--- config.mk ---
export PLATFORM = sky130hd
export DESIGN_NAME = intc_vector
export DESIGN_NICKNAME = d
export VERILOG_FILES = /design/src/rtl/intc_vector.sv
export SDC_FILE = /design/constraint.sdc
export NUM_CORES = 2
export LEC_CHECK = 0
export ABC_CLOCK_PERIOD_IN_PS = 2600
export BUFFER_PORTS_ARGS = -buffer_cell sky130_fd_sc_hd__buf_2
export CORE_MARGIN = 2
export CORE_UTILIZATION = 55
export DETAILED_ROUTE_END_ITERATION = 6
export PLACE_DENSITY = 0.76
export SETUP_SLACK_MARGIN = 0.4
export SYNTH_ARGS = -nofsm -noshare
export SYNTH_HDL_FRONTEND = slang
export SYNTH_SLANG_ARGS = --single-unit
--- constraint.sdc ---
create_clock -name clk -period 2.6 [get_ports clk]
set_input_delay 0.13 -clock clk [delete_from_list [all_inputs] [get_ports clk]]
set_output_delay 0.13 -clock clk [all_outputs]
set_load 0.1 [all_outputs]
--- src/rtl/intc_vector.sv ---
module intc_vector #(
  parameter int NUM_SRC = 64,
  parameter int ADDR_W  = 12
) (
  input  logic               clk,
  input  logic               rst_n,
  input  logic [NUM_SRC-1:0] src_in,
  input  logic               bus_sel,
  input  logic               bus_we,
  input  logic [ADDR_W-1:0]  bus_addr,
  input  logic [31:0]        bus_wdata,
  output logic [31:0]        bus_rdata,
  output logic               irq_o,
  output logic               fiq_o
);
  localparam int NW = NUM_SRC / 32;
  localparam int IW = $clog2(NUM_SRC);
  localparam int BW = ADDR_W - 4;
  localparam logic [BW-1:0] B_SEL = BW'(0), B_EN = BW'(1), B_ENC = BW'(2), B_ENS = BW'(3),
    B_TYP = BW'(4), B_POL = BW'(5), B_MST = BW'(6), B_IST = BW'(8), B_FST = BW'(9),
    B_RAW = BW'(10), B_CLR = BW'(11), B_SFT = BW'(12), B_VEC = BW'(13);

  logic [NUM_SRC-1:0] sel_q, en_q, type_q, pol_q, lat_q;
  logic [NUM_SRC-1:0] s1, s2, s3;
  logic [NUM_SRC-1:0] edge_ev, raw, irq_st, fiq_st, clr_m, sft_m, lat_nxt;
  logic [1:0]         master_q;
  logic [31:0]        last_q, vec_val;
  logic [IW-1:0]      vec_idx;
  logic               vec_hit;

  wire          wr     = bus_sel & bus_we;
  wire          rd     = bus_sel & ~bus_we;
  wire [BW-1:0] blk    = bus_addr[ADDR_W-1:4];
  wire [1:0]    widx   = bus_addr[3:2];
  wire          rd_vec = rd && blk == B_VEC && widx == 2'd1;

  function automatic logic [31:0] pick(input logic [NUM_SRC-1:0] v, input logic [1:0] w);
    pick = '0;
    for (int k = 0; k < NW; k++)
      if (w == 2'(k)) pick = v[k*32 +: 32];
  endfunction

  always_ff @(posedge clk) begin
    if (!rst_n) begin
      s1 <= '0; s2 <= '0; s3 <= '0;
    end else begin
      s1 <= src_in; s2 <= s1; s3 <= s2;
    end
  end

  assign edge_ev = type_q & ((~pol_q & s2 & ~s3) | (pol_q & ~s2 & s3));
  assign raw     = lat_q | (~type_q & (s2 ^ pol_q));
  assign irq_st  = raw & en_q & ~sel_q;
  assign fiq_st  = raw & en_q & sel_q;

  always_comb begin
    clr_m = '0;
    sft_m = '0;
    for (int k = 0; k < NW; k++) begin
      if (wr && widx == 2'(k) && blk == B_CLR) clr_m[k*32 +: 32] = bus_wdata;
      if (wr && widx == 2'(k) && blk == B_SFT) sft_m[k*32 +: 32] = bus_wdata;
    end
    lat_nxt = (lat_q & ~clr_m) | edge_ev | sft_m;
  end

  always_comb begin
    vec_idx = '0;
    vec_hit = 1'b0;
    for (int i = NUM_SRC - 1; i >= 0; i--)
      if (irq_st[i]) begin
        vec_idx = IW'(i);
        vec_hit = 1'b1;
      end
  end
  assign vec_val = vec_hit ? {{(32-IW){1'b0}}, vec_idx} : 32'hFFFF_FFFF;

  always_ff @(posedge clk) begin
    if (!rst_n) begin
      sel_q <= '0; en_q <= '0; type_q <= '0; pol_q <= '0; lat_q <= '0;
      master_q <= '0;
    end else begin
      lat_q <= lat_nxt;
      if (wr && blk == B_MST && widx == 2'd1) master_q <= bus_wdata[1:0];
      for (int k = 0; k < NW; k++) begin
        if (wr && widx == 2'(k)) begin
          case (blk)
            B_SEL:   sel_q[k*32 +: 32]  <= bus_wdata;
            B_EN:    en_q[k*32 +: 32]   <= bus_wdata;
            B_ENC:   en_q[k*32 +: 32]   <= en_q[k*32 +: 32] & ~bus_wdata;
            B_ENS:   en_q[k*32 +: 32]   <= en_q[k*32 +: 32] | bus_wdata;
            B_TYP:   type_q[k*32 +: 32] <= bus_wdata;
            B_POL:   pol_q[k*32 +: 32]  <= bus_wdata;
            default: ;
          endcase
        end
      end
    end
  end

  always_ff @(posedge clk) begin
    if (!rst_n) begin
      bus_rdata <= '0;
      last_q    <= 32'hFFFF_FFFF;
      irq_o     <= 1'b0;
      fiq_o     <= 1'b0;
    end else begin
      irq_o <= master_q[0] & (|irq_st);
      fiq_o <= master_q[1] & (|fiq_st);
      if (rd_vec) last_q <= vec_val;
      if (rd) begin
        case (blk)
          B_SEL:   bus_rdata <= pick(sel_q, widx);
          B_EN:    bus_rdata <= pick(en_q, widx);
          B_TYP:   bus_rdata <= pick(type_q, widx);
          B_POL:   bus_rdata <= pick(pol_q, widx);
          B_MST:   bus_rdata <= (widx == 2'd1) ? {30'd0, master_q} : 32'd0;
          B_IST:   bus_rdata <= pick(irq_st, widx);
          B_FST:   bus_rdata <= pick(fiq_st, widx);
          B_RAW:   bus_rdata <= pick(raw, widx);
          B_VEC:   bus_rdata <= (widx == 2'd0) ? last_q : (widx == 2'd1) ? vec_val : 32'd0;
          default: bus_rdata <= '0;
        endcase
      end
    end
  end
endmodule

==> impl_metrics.toml <==
[sta]
fmax_ghz = 0.3700
rsz0062_at_grt = "true"
layout_setup_ws_ns = -0.1027
drv_slew = 0
tightest_slew_ns = 0.8049
fin_skew_ns = 0.02140
relSlewSlack = 0.4586
setup_tns_ns = -0.8867
min_period_over_period = 1.040
holdWs_ns = 0.05985
min_period_ns = 2.703
finalHoldViolCount = 0
setup_viol = 20

[pwr]
power_frac_comb = 0.061
powerDensity_nw_per_um2 = 524.8
power.total_mw = 18.73
ir_drop_mv = 0.5900
internal_power_mw = 14.43
p_leak_nw = 13.53
switching_share = 0.2296
pwr-share-seq = 0.463
pwr-share-clk = 0.475
power.switching_mw = 4.302

[floorplanning]
die_w_microns = 230.0
core_area_sq_um = 50270
dieArea_sq_um = 52890
io_pins = 146
start_util = 0.5587
die_y_microns = 230.0
rows = 82

[finish]
area_growth_syn_to_layout_pct = 27.10
final_nets = 3993
final_common_cell = "nand2_1"
fin_util = 0.7101
instances_no_fill = 4476
final_cell_mix = "nand2_1 (629), dfxtp_1 (533), buf_4 (315)"
fillers = 3825
drive_above_1_share = 0.2228
final_cell_area_sq_um = 35700

[cts]
cts_tree = "done"
cts_sinks = 555
cts_htree_levels = 2
clock_latency_ns = 0.63
root_buffer = "clkbuf_16"
clk_pin_slew_ns = 0.07
clockBufferDepth = 3
cts_buffers = 58

[route]
drt_pre_antenna_iters = 7
drt_iter0_drc = 3792
viasPerCell = 6.248
post_drt_wl_per_cell_microns = 24.83
ant_nets = 0
drc = 1
drt_wl_total_mm = 111.1
dr_total_vias = 27970

[placed_design]
dp_cells = 4234
port_buffers = 143
place.gp.congestion = 1.037
placed_area_sq_um = 31670
preCtsSetupSlack_ns = -0.2661
place_hpwl_mm = 75.14

[yosys]
synth_cell_types = 76
synth_fp_nets = 3557
ys_seq_elements = 555
synth-seq-area-share = 0.3956
synth_top_area_frac = 0.3956
synth_area_per_cell_sq_um = 8.468
synth-edff-count = 0
yosysTopAreaCell = "dfxtp_1"
postSynthCellCount = 3317
yosys-top-cells-area = "dfxtp_1 (40%), nand2_1 (8.4%), a21boi_0 (7.0%), ha_1 (5.7%), and2_1 (4.4%)"
synth_ff_type = "dfxtp_1"
async_reset_ff_frac = 0
synth_area_sq_um = 28090
yosysWarnings = 0

[status]
status = "finished with violations"
violations = "design-rule violations, negative setup slack"

[worst_hold_path]
hold_class = "in2reg"

[global_routing]
grt_pass1_wl_mm = 165.7
antenna_found_initial = 5
groute.usage.overall = 0.4088
grt_pass1_vias = 27700
grt_max_degree = 201
grt_overflow = 0

[critical_path]
crit_type = "reg2reg"
crit_required_ns = 3.17
endpoint_kind = "register"
crit_arrival_ns = 3.27
cp_max_fo = 6
crit_path_start_kind = "register"

[run]
max-cap-violations = 0
Yosys cell counts, types with 41 or more instances:
library cell,n
nor2_1,127
nand2_1,629
mux2_2,73
ha_1,128
and2_1,199
o22ai_1,41
nor2b_1,97
nand3_1,84
mux2i_1,43
o21ai_0,103
clkbuf_1,209
a21boi_0,261
dfxtp_1,555
a222oi_1,81
o21bai_1,48
inv_1,145
layer usage:
metal,vias to the layer above,GRT usage,wire (microns)
li1,12530,-,-
met5,-,0,48
met3,408,0.08792,12560
met1,13330,0.5250,42910
met4,8,0.2254,6564
met2,1697,0.6400,49040
sequential cells by signal (all words and copies together) (netlist names):
| register | flops |
|---|---|
| en_q | 64 |
| s3 | 64 |
| last_q | 7 |
| lat_q | 64 |
| pol_q | 64 |
| bus_rdata | 32 |
| fiq_o | 1 |
| s1 | 64 |
| type_q | 64 |
| master_q | 2 |
| irq_o | 1 |
| s2 | 64 |
| sel_q | 64 |
cell families (layout without fill, tap and decap cells):
group / Yosys count / in the layout / share of synthesized area
mux: 117 / 117 / 0.04539
simple gates: 1289 / 1289 / 0.2195
compound gates: 854 / 854 / 0.2313
buf+inv: 374 / 859 / 0.05123
other cells: 0 / 2 / 0
fa+ha+maj: 128 / 128 / 0.05702
flops: 555 / 555 / 0.3956
critical path, cell delays in order (launching register included):
cell and delay [ns]:
dfxtp_2 0.33, inv_1 0.05, ha_1 0.29, o21bai_2 0.10
o2bb2ai_2 0.14, or4_4 0.56, nand4bb_4 0.27, o31a_4 0.35
buf_12 0.15, buf_8 0.13, o211ai_1 0.09, a22o_1 0.17
final timing paths:
path,startpoint,end,slack [ns],depth (start not counted)
worst max-delay path,pol_q[37],bus_rdata[30],-0.10,11
worst min-delay path,bus_sel,bus_rdata[5],0.06,4
worst max register to register,pol_q[37],bus_rdata[30],-0.10,11
worst min register to register,s1[58],s2[58],0.43,1
timing repair:
item | CTS | global route
cloned | 1 | 0
endpoints found under the hold margin | 389 | 0
gates resized for setup | 90 | 57
setup buffers | 14 | 10
endpoints found under the setup margin | 41 | 41
pin swaps | 39 | 45
hold buffers | 106 | 0
power by group through the flow:
stage,registers [mW],clock network (mW),logic (mW)
6_report,8.68,8.90,1.15
5_1_grt,8.69,9.31,1.22
4_1_cts,8.68,8.94,1.10
3_5_place_dp,8.86,0,0.956
3_3_place_gp,8.86,0,0.925
2_1_floorplan,8.85,0,0.564
final cells by class:
cell class / count / area, sq um / share of cell area
Multi-Input combinational cell: 2388 / 16270 / 0.4556
Sequential cell: 555 / 11140 / 0.3120
Timing Repair Buffer: 604 / 4860 / 0.1361
Clock buffer: 81 / 1712 / 0.04795
Tap cell: 672 / 840.8 / 0.02355
Inverter: 146 / 548.0 / 0.01535
Clock inverter: 28 / 330.3 / 0.009253
Antenna cell: 2 / 5.005 / 0.0001402
Power figures use the tool's default switching activity.
